==> src/rtl/irqc_pkg.sv <==
package irqc_pkg;

    typedef enum logic [1:0] {
        SEL_DATA = 2'd0,
        SEL_MASK = 2'd1,
        SEL_CFG  = 2'd2,
        SEL_NONE = 2'd3
    } reg_sel_e;

    // Clear requests sent from the register port to the capture logic
    typedef struct packed {
        logic by_read;
        logic by_mask_wr;
    } clr_req_t;

    localparam int SYNC_STAGES = 2;

    function automatic logic sel_hit(input logic strobe, input logic [1:0] addr,
                                     input reg_sel_e which);
        return strobe && (reg_sel_e'(addr) == which);
    endfunction

endpackage

==> src/rtl/irqc_sync.sv <==
module irqc_sync #(
    parameter int W      = 8,
    parameter int STAGES = 2
) (
    input  logic         clk,
    input  logic         rst,
    input  logic [W-1:0] d_i,
    output logic [W-1:0] q_o
);
    logic [W-1:0] stage_q [STAGES];

    genvar s;
    generate
        for (s = 0; s < STAGES; s++) begin : g_stage
            always_ff @(posedge clk) begin
                if (rst)         stage_q[s] <= '0;
                else if (s == 0) stage_q[s] <= d_i;
                else             stage_q[s] <= stage_q[(s > 0) ? s-1 : 0];
            end
        end
    endgenerate

    assign q_o = stage_q[STAGES-1];
endmodule

==> src/rtl/irqc_core.sv <==
module irqc_core
    import irqc_pkg::*;
#(
    parameter int NSTAT = 8,
    parameter int NCH   = 4
) (
    input  logic             clk,
    input  logic             rst,
    input  logic [NSTAT-1:0] st_i,
    input  logic [NCH-1:0]   tx_chg_i,
    input  logic [NCH-1:0]   arm_i,
    input  logic [NSTAT-1:0] mask_i,
    input  clr_req_t         clr_i,
    output logic             pend_o,
    output logic [NSTAT-1:0] snap_o
);
    logic [NSTAT-1:0] snap_q;
    logic [NSTAT-1:0] diff;
    logic             tx_hit;
    logic             trig;
    logic             pend_q;

    assign diff   = (st_i ^ snap_q) & ~mask_i;
    assign tx_hit = |(tx_chg_i & arm_i);
    assign trig   = (|diff) || tx_hit;

    always_ff @(posedge clk) begin
        if (rst) begin
            pend_q <= 1'b0;
            snap_q <= '0;
        end else if (clr_i.by_mask_wr) begin
            pend_q <= 1'b0;
            snap_q <= st_i;
        end else if (pend_q && !clr_i.by_read) begin
            snap_q <= (snap_q & ~mask_i) | (st_i & mask_i);
        end else begin
            pend_q <= trig;
            snap_q <= st_i;
        end
    end

    assign pend_o = pend_q;
    assign snap_o = snap_q;


    frozen_chk: assert property (@(posedge clk) disable iff (rst)
        (pend_q && !clr_i.by_read && !clr_i.by_mask_wr) |=> (pend_q && $stable(snap_q & ~mask_i)));


    refire_chk: assert property (@(posedge clk) disable iff (rst)
        (pend_q && clr_i.by_read && !clr_i.by_mask_wr && (|diff)) |=> pend_q);


    rd_clear_chk: assert property (@(posedge clk) disable iff (rst)
        (clr_i.by_read && !clr_i.by_mask_wr && !trig) |=> !pend_q);


    mask_clear_chk: assert property (@(posedge clk) disable iff (rst)
        clr_i.by_mask_wr |=> !pend_q);
endmodule

==> src/rtl/irqc_drv.sv <==
module irqc_drv (
    input  logic clk,
    input  logic rst,
    input  logic pend_i,
    input  logic drive_i,
    output logic irq_n_o,
    output logic irq_oe_o
);
    assign irq_n_o  = ~pend_i;
    assign irq_oe_o = drive_i | pend_i;


    low_enabled_chk: assert property (@(posedge clk) disable iff (rst)
        !irq_n_o |-> irq_oe_o);


    od_release_chk: assert property (@(posedge clk) disable iff (rst)
        (!drive_i && irq_n_o) |-> !irq_oe_o);
endmodule

==> src/rtl/irqc_top.sv <==
module irqc_top
    import irqc_pkg::*;
#(
    parameter int NSTAT = 8,
    parameter int NCH   = 4
) (
    input  logic             clk,
    input  logic             rst,
    input  logic [NSTAT-1:0] status_i,
    input  logic [NCH-1:0]   tx_chg_i,
    input  logic             reg_wr_i,
    input  logic             reg_rd_i,
    input  logic [1:0]       reg_addr_i,
    input  logic [NSTAT-1:0] reg_wdata_i,
    output logic [NSTAT-1:0] reg_rdata_o,
    output logic             irq_n_o,
    output logic             irq_oe_o
);
    localparam int CFG_W = NCH + 1;

    logic [NSTAT-1:0] st_sync;
    logic [NSTAT-1:0] mask_q;
    logic [NCH-1:0]   arm_q;
    logic             drive_q;
    logic [NSTAT-1:0] snap;
    logic             pend;
    clr_req_t         clr;
    logic [CFG_W-1:0] cfg_word;

    irqc_sync #(.W(NSTAT), .STAGES(SYNC_STAGES)) u_sync (
        .clk (clk),
        .rst (rst),
        .d_i (status_i),
        .q_o (st_sync)
    );

    assign clr.by_read    = sel_hit(reg_rd_i, reg_addr_i, SEL_DATA);
    assign clr.by_mask_wr = sel_hit(reg_wr_i, reg_addr_i, SEL_MASK);

    always_ff @(posedge clk) begin
        if (rst) begin
            mask_q  <= '1;
            arm_q   <= '0;
            drive_q <= 1'b0;
        end else begin
            if (clr.by_mask_wr) mask_q <= reg_wdata_i;
            if (sel_hit(reg_wr_i, reg_addr_i, SEL_CFG)) begin
                drive_q <= reg_wdata_i[0];
                arm_q   <= reg_wdata_i[NCH:1];
            end
        end
    end

    irqc_core #(.NSTAT(NSTAT), .NCH(NCH)) u_core (
        .clk      (clk),
        .rst      (rst),
        .st_i     (st_sync),
        .tx_chg_i (tx_chg_i),
        .arm_i    (arm_q),
        .mask_i   (mask_q),
        .clr_i    (clr),
        .pend_o   (pend),
        .snap_o   (snap)
    );

    irqc_drv u_drv (
        .clk      (clk),
        .rst      (rst),
        .pend_i   (pend),
        .drive_i  (drive_q),
        .irq_n_o  (irq_n_o),
        .irq_oe_o (irq_oe_o)
    );

    assign cfg_word = {arm_q, drive_q};

    always_comb begin
        case (reg_sel_e'(reg_addr_i))
            SEL_DATA: reg_rdata_o = snap;
            SEL_MASK: reg_rdata_o = mask_q;
            SEL_CFG:  reg_rdata_o = NSTAT'(cfg_word);
            default:  reg_rdata_o = '0;
        endcase
    end
endmodule

==> config.mk <==
export PLATFORM = sky130hd
export DESIGN_NAME = irqc_top
export DESIGN_NICKNAME = d
export VERILOG_FILES = /design/src/rtl/irqc_pkg.sv /design/src/rtl/irqc_sync.sv /design/src/rtl/irqc_core.sv /design/src/rtl/irqc_drv.sv /design/src/rtl/irqc_top.sv
export SDC_FILE = /design/constraint.sdc
export NUM_CORES = 1
export LEC_CHECK = 0
export ABC_CLOCK_PERIOD_IN_PS = 1600
export CORE_MARGIN = 2
export CORE_UTILIZATION = 60
export DETAILED_ROUTE_END_ITERATION = 8
export DONT_BUFFER_PORTS = 1
export PLACE_DENSITY = 0.77
export SLEW_MARGIN = 20
export SYNTH_ARGS = -nofsm -noshare
export SYNTH_HDL_FRONTEND = slang
export SYNTH_SLANG_ARGS = --single-unit
==> constraint.sdc <==
create_clock -name clk -period 1.6 [get_ports clk]
set_input_delay 0.16 -clock clk [delete_from_list [all_inputs] [get_ports clk]]
set_output_delay 0.16 -clock clk [all_outputs]
set_load 0.02 [all_outputs]
== Yosys cells after proc, flatten, opt, wreduce, memory -nomap -nowiden ==
Memories as Yosys holds them, arrays and structs flattened.
Cells that the tools add are included.
Operators by class
  eq/ne operators: 2
  muxes and demuxes: 8
  bitwise gates (word level): 11
  reductions and logical operators: 10
Operators with widths (count)
  8-bit 2-to-1 mux: 4
  8-bit bitwise AND: 3
  8-bit one-hot mux with 3 select lines: 1
  8-bit inverter: 1
  8-bit bitwise OR: 1
  8-bit OR reduction: 1
  8-bit bitwise XOR: 1
  4-bit bitwise AND: 1
  1-bit logical AND: 4
  4-bit OR reduction: 1
  1-bit 2-to-1 mux: 3
  1-bit bitwise OR: 3
  2-bit by 1-bit equality test with 1-bit output, second input constant: 1
  2-bit equality test, second input constant: 1
  2-bit logical NOT: 1
  2-bit OR reduction: 1
  1-bit logical NOT: 1
  1-bit logical OR: 1
  1-bit inverter: 1
Word-level totals
  flip-flop bits (word level): 22
  memory bits (writable): 16
  bits of input ports: 26
  output and inout port bits: 10
  logic and storage cells: 37
  memories: 1
Memory list
  u_sync.stage_q: words 2, width 8, rd ports 2, clocked after memory_dff 0, wr ports 2, line irqc_sync.sv:10  | logic [W-1:0] stage_q [STAGES];

== Depth between registers and ports, before layout ==
  depth after elaboration: 6
  gate-level depth with buffers: 6
  depth with buffers taken out: 4

== Modules after synthesis ==
A second synthesis with hierarchy kept.
Unflattened totals
  cell total of the unflattened synthesis: 178
  area total of the unflattened synthesis: 1709.1 um^2
By module, submodules not included
  irqc_top: instances 1, cells an instance 79, area each 738.2 um^2, seq. area each 260.2 um^2
  irqc_core: instances 1, cells an instance 64, area each 496.7 um^2, seq. area each 180.2 um^2
  irqc_sync: instances 1, cells an instance 33, area each 464.2 um^2, seq. area each 320.3 um^2
  irqc_drv: instances 1, cells an instance 2, area each 10.0 um^2, seq. area each 0.0 um^2

== Worst setup path after synthesis ==
Ideal clock, no wire load.
  kind: input port to flip-flop
  start: input port reg_addr_i[0]
  end: register u_core.pend_q, in the netlist u_core.pend_o
  library setup time: 0.134 ns
  arrival time: 1.118 ns
  required time: 1.466 ns
  slack: 0.348 ns
  cell stages on the path: 5
  buffers on the path: 1
  cells stage by stage: buf_6 nor3b_4 nor2_2 nor4_1 a211oi_1
On the way
  cells in the longest elaborated chain, start to end: 4
  elaborated cells between the ends (all ways): 7
  classes of those cells: eq/ne (1); reduce/logical (6)
Ends and longest elaborated chain
  start, declared: line irqc_top.sv:13  | input logic [1:0] reg_addr_i,
  2-bit logical NOT: line irqc_pkg.sv:20  | return strobe && (reg_sel_e'(addr) == which);
  1-bit logical AND: line irqc_pkg.sv:20
  1-bit logical NOT: line irqc_core.sv:34  | end else if (pend_q && !clr_i.by_read) begin
  1-bit logical AND: line irqc_core.sv:34
  end signal, assigned: line irqc_core.sv:37  | pend_q <= trig;
  end, declared: line irqc_core.sv:21  | logic pend_q;
Parallel ways exist; a longest one is shown, timed or not.
A chain may end at the register's enable or synchronous reset.

== Final worst setup path ==
  start: register mask_q[0]
  end: output port reg_rdata_o[0]
On the way
  cells in the longest elaborated chain, start to end: 1
Ends and longest elaborated chain
  start, declared: line irqc_top.sv:22  | logic [NSTAT-1:0] mask_q;
  start signal, assigned: line irqc_top.sv:46  | if (clr.by_mask_wr) mask_q <= reg_wdata_i;
  8-bit one-hot mux with 3 select lines: line irqc_top.sv:78  | case (reg_sel_e'(reg_addr_i))
  end, declared: line irqc_top.sv:15  | output logic [NSTAT-1:0] reg_rdata_o,
Every way passes these cells.

==> results.cfg <==
[sta]
worst_pin_slew_ps = 485
fin_tns_setup_ps = 0
maxSlewViolCount = 0
worst_slack_ps = 236
setup_viol_count_final = 0
fin_crit_sh_pct = 85.3
clock.fmax_ghz = 0.733
post-route-min-period_ps = 1360
skew_ps = 2.29
hold_viol = 0
rsz0062_at_grt = false
slew-limit-headroom_pct = 67.6

[yosys]
yosys-top-cells-area = dfxtp_1 (46%), mux2i_1 (9.7%), nor2b_1 (9.1%)
synthesis.area_um2 = 1650
synth_compound_area_share_pct = 10.2
synth_top_family_by_area = simple AND/OR/NAND/NOR gates
synth_nets = 191
post_synth_num_cell_types = 24
synthFlopType = dfxtp_1
synth_mux_area_share_pct = 9.70
synthAdderAreaFrac_pct = 0
seq_area_frac_synth_pct = 46.1
ys_warn_count = 0
synth_top_area_cell = dfxtp_1
synth-edff-count = 0
synthArstFlopShare_pct = 0
syn_inst = 165
synth-xor-area-share_pct = 4.24
yosysMostFrequentCell = dfxtp_1
ys_seq_elements = 38
synth.top_cell.area_share_pct = 46.1
synth_common_cells = dfxtp_1 (38), nor2b_1 (24), mux2i_1 (16), nand2_1 (12), nor2_1 (12)
syn_avg_cell_area_um2 = 10.0
synth_simple_gate_area_share_pct = 25.5

[clock_network]
htreeDepth = 2
clock-sinks = 38
numCtsBuffers = 5
clock_path_buffers = 2
cts_tree = done
insertion_delay_ps = 340
path_clk_slew_ps = 110
clock_tree.root_cell = clkbuf_4
cts-resized-gates = 0
postCtsSetupRepairBufs = 0
ctsHoldBuffers = 22

[global_routing]
grt_pass1_wl_mm = 5.55
grt_pass1_vias = 1239
antenna_found_initial = 0
overflow = 0
grtUsageTotal_pct = 22.7
grt_max_degree = 39

[setup_path]
start_kind = flip-flop
crit_type = flip-flop to output pin
rrSetupSlack_ps = 350
crit_buf_inv = 1
reg2reg_from = u_core.pend_o$_SDFFE_PP0P_
cp_top_family = flip-flops
slowest_stage = dfxtp_1
path_cells = mux2i_1 > o21ai_0 > buf_4
reg2reg_depth = 4
crit_arrival_ps = 1200
worst_ep_required_time_ps = 1440
cp_max_fo = 4
cp-end-kind = output pin
slowest_delay_ps = 410

[drt]
vias = 1273
first_iter_violations = 74
detail_route.wl_per_cell_um = 14.6
ant_nets = 0
via_per_inst = 5.71
firstDrtPassIters = 4
finalWirelength_mm = 3.25
drc = 0

[layout]
drive_gt1_share_pct = 15.1
final_nets = 217
area_growth_pct = 22.0
multiInputGateArea_um2 = 818
fill_cells = 202
seq_area_um2 = 761
antenna_cells = 0

[pwr]
leakage_uw = 0.000716
vdd_ir_drop_max_uv = 1150
power_density_nw_per_um2 = 1040

[floorplanning]
die_area_um2 = 3190
die-height_um = 56.5
core_area_um2 = 2690
pin_count = 36
die_width_um = 56.5
rows = 19
start_util_pct = 61.5

[place]
place_congestion = 0.836
io_buffers = 0
pre_cts_ws_ps = 355
dpl.hpwl_mm = 2.08

[worst_hold_path]
hold_depth = 2
min_to = u_sync.stage_q[1][1]$_SDFF_PP0_
hp-class = input port to flip-flop
hold_start = rst

[run_status]
status = complete, no violations

[job]
maxCapViolCount = 0
==> power breakdown <==
part / switching [uW] / leakage (uW) / internal, uW
logic: 121 / 0.000345 / 121
clock network: 311 / 0.0000585 / 529
registers: 29.6 / 0.000312 / 988
total: 462 / 0.000716 / 1640
==> worst max-delay path by stage <==
stage | endpoint | depth (start not counted) | start
6_report | reg_rdata_o[0] | 3 | mask_q[0]$_SDFFE_PP1P_
5_1_grt | reg_rdata_o[0] | 3 | mask_q[0]$_SDFFE_PP1P_
4_1_cts | reg_rdata_o[0] | 3 | mask_q[0]$_SDFFE_PP1P_
3_5_place_dp | flip-flop | 4 | u_core.pend_o$_SDFFE_PP0P_
3_3_place_gp | flip-flop | 4 | u_core.pend_o$_SDFFE_PP0P_
2_1_floorplan | u_core.pend_o$_SDFFE_PP0P_ | 5 | reg_addr_i[0]
==> kinds of logic after synthesis <==
family | Yosys count
and+or+nand+nor | 67
DFF | 38
AOI/OAI and AO/OA | 25
muxes | 16
buffers and inverters | 11
xor gates and xnor gates | 8
==> routing by layer <==
layer	up-vias	track usage, %	wire length (um)
li1	624	-	-
met1	588	26.5	1350
met2	55	37.9	1560
met3	6	9.45	280
met4	0	6.46	46
met5	-	0	0
==> area by class of cell <==
| cell class | count | share of cell area (%) |
|---|---|---|
| Clock buffer | 6 | 2.55 |
| Clock inverter | 2 | 2.98 |
| Multi-Input combinational cell | 116 | 40.6 |
| Sequential cell | 38 | 37.7 |
| Inverter | 1 | 0.186 |
| Tap cell | 31 | 1.92 |
| Timing Repair Buffer | 29 | 14.0 |
==> through the flow <==
step | total power (uW) | hold slack, ps | area [um2] | std cells | utilization (%)
2_1_floorplan | 1210 | 278 | 1650 | 165 | -
3_3_place_gp | 1220 | 235 | 1670 | 193 | 62.3
3_5_place_dp | 1220 | 236 | 1670 | 193 | 62.3
4_1_cts | 2120 | 78.3 | 2020 | 223 | 75.0
5_1_grt | 2180 | 74.5 | 2020 | 223 | 75.0
6_report | 2100 | 84.0 | 2020 | 223 | 75.0
==> worst register-to-register path: cells and delay by family (launching register included) <==
kind                   cells  cell delay, ps
and+or+nand+nor            2             410
DFF                        1             360
buffers and inverters      1             150
muxes                      1             240
==> layout by cell type, fill, tap and decap left out <==
cell type       n
nand2_1        12
nor2_2          1
buf_12          1
buf_4           7
nor2_1         12
nor3b_4         1
nand3_1         5
dfxtp_1        38
clkbuf_8        1
nor4_2          8
nor2b_1        24
mux2i_1        16
clkbuf_4        5
o22ai_1         4
inv_2           1
a211oi_1        1
and2b_2         1
dlygate4sd3_1  21
a211o_1         8
a21oi_1         5
o21ai_0         5
nor4_1          1
xnor2_1         8
bufinv_16       2
and3b_1         1
a22oi_1         2
or2_2           1
No activity file was read; power rests on OpenSTA's default activity.
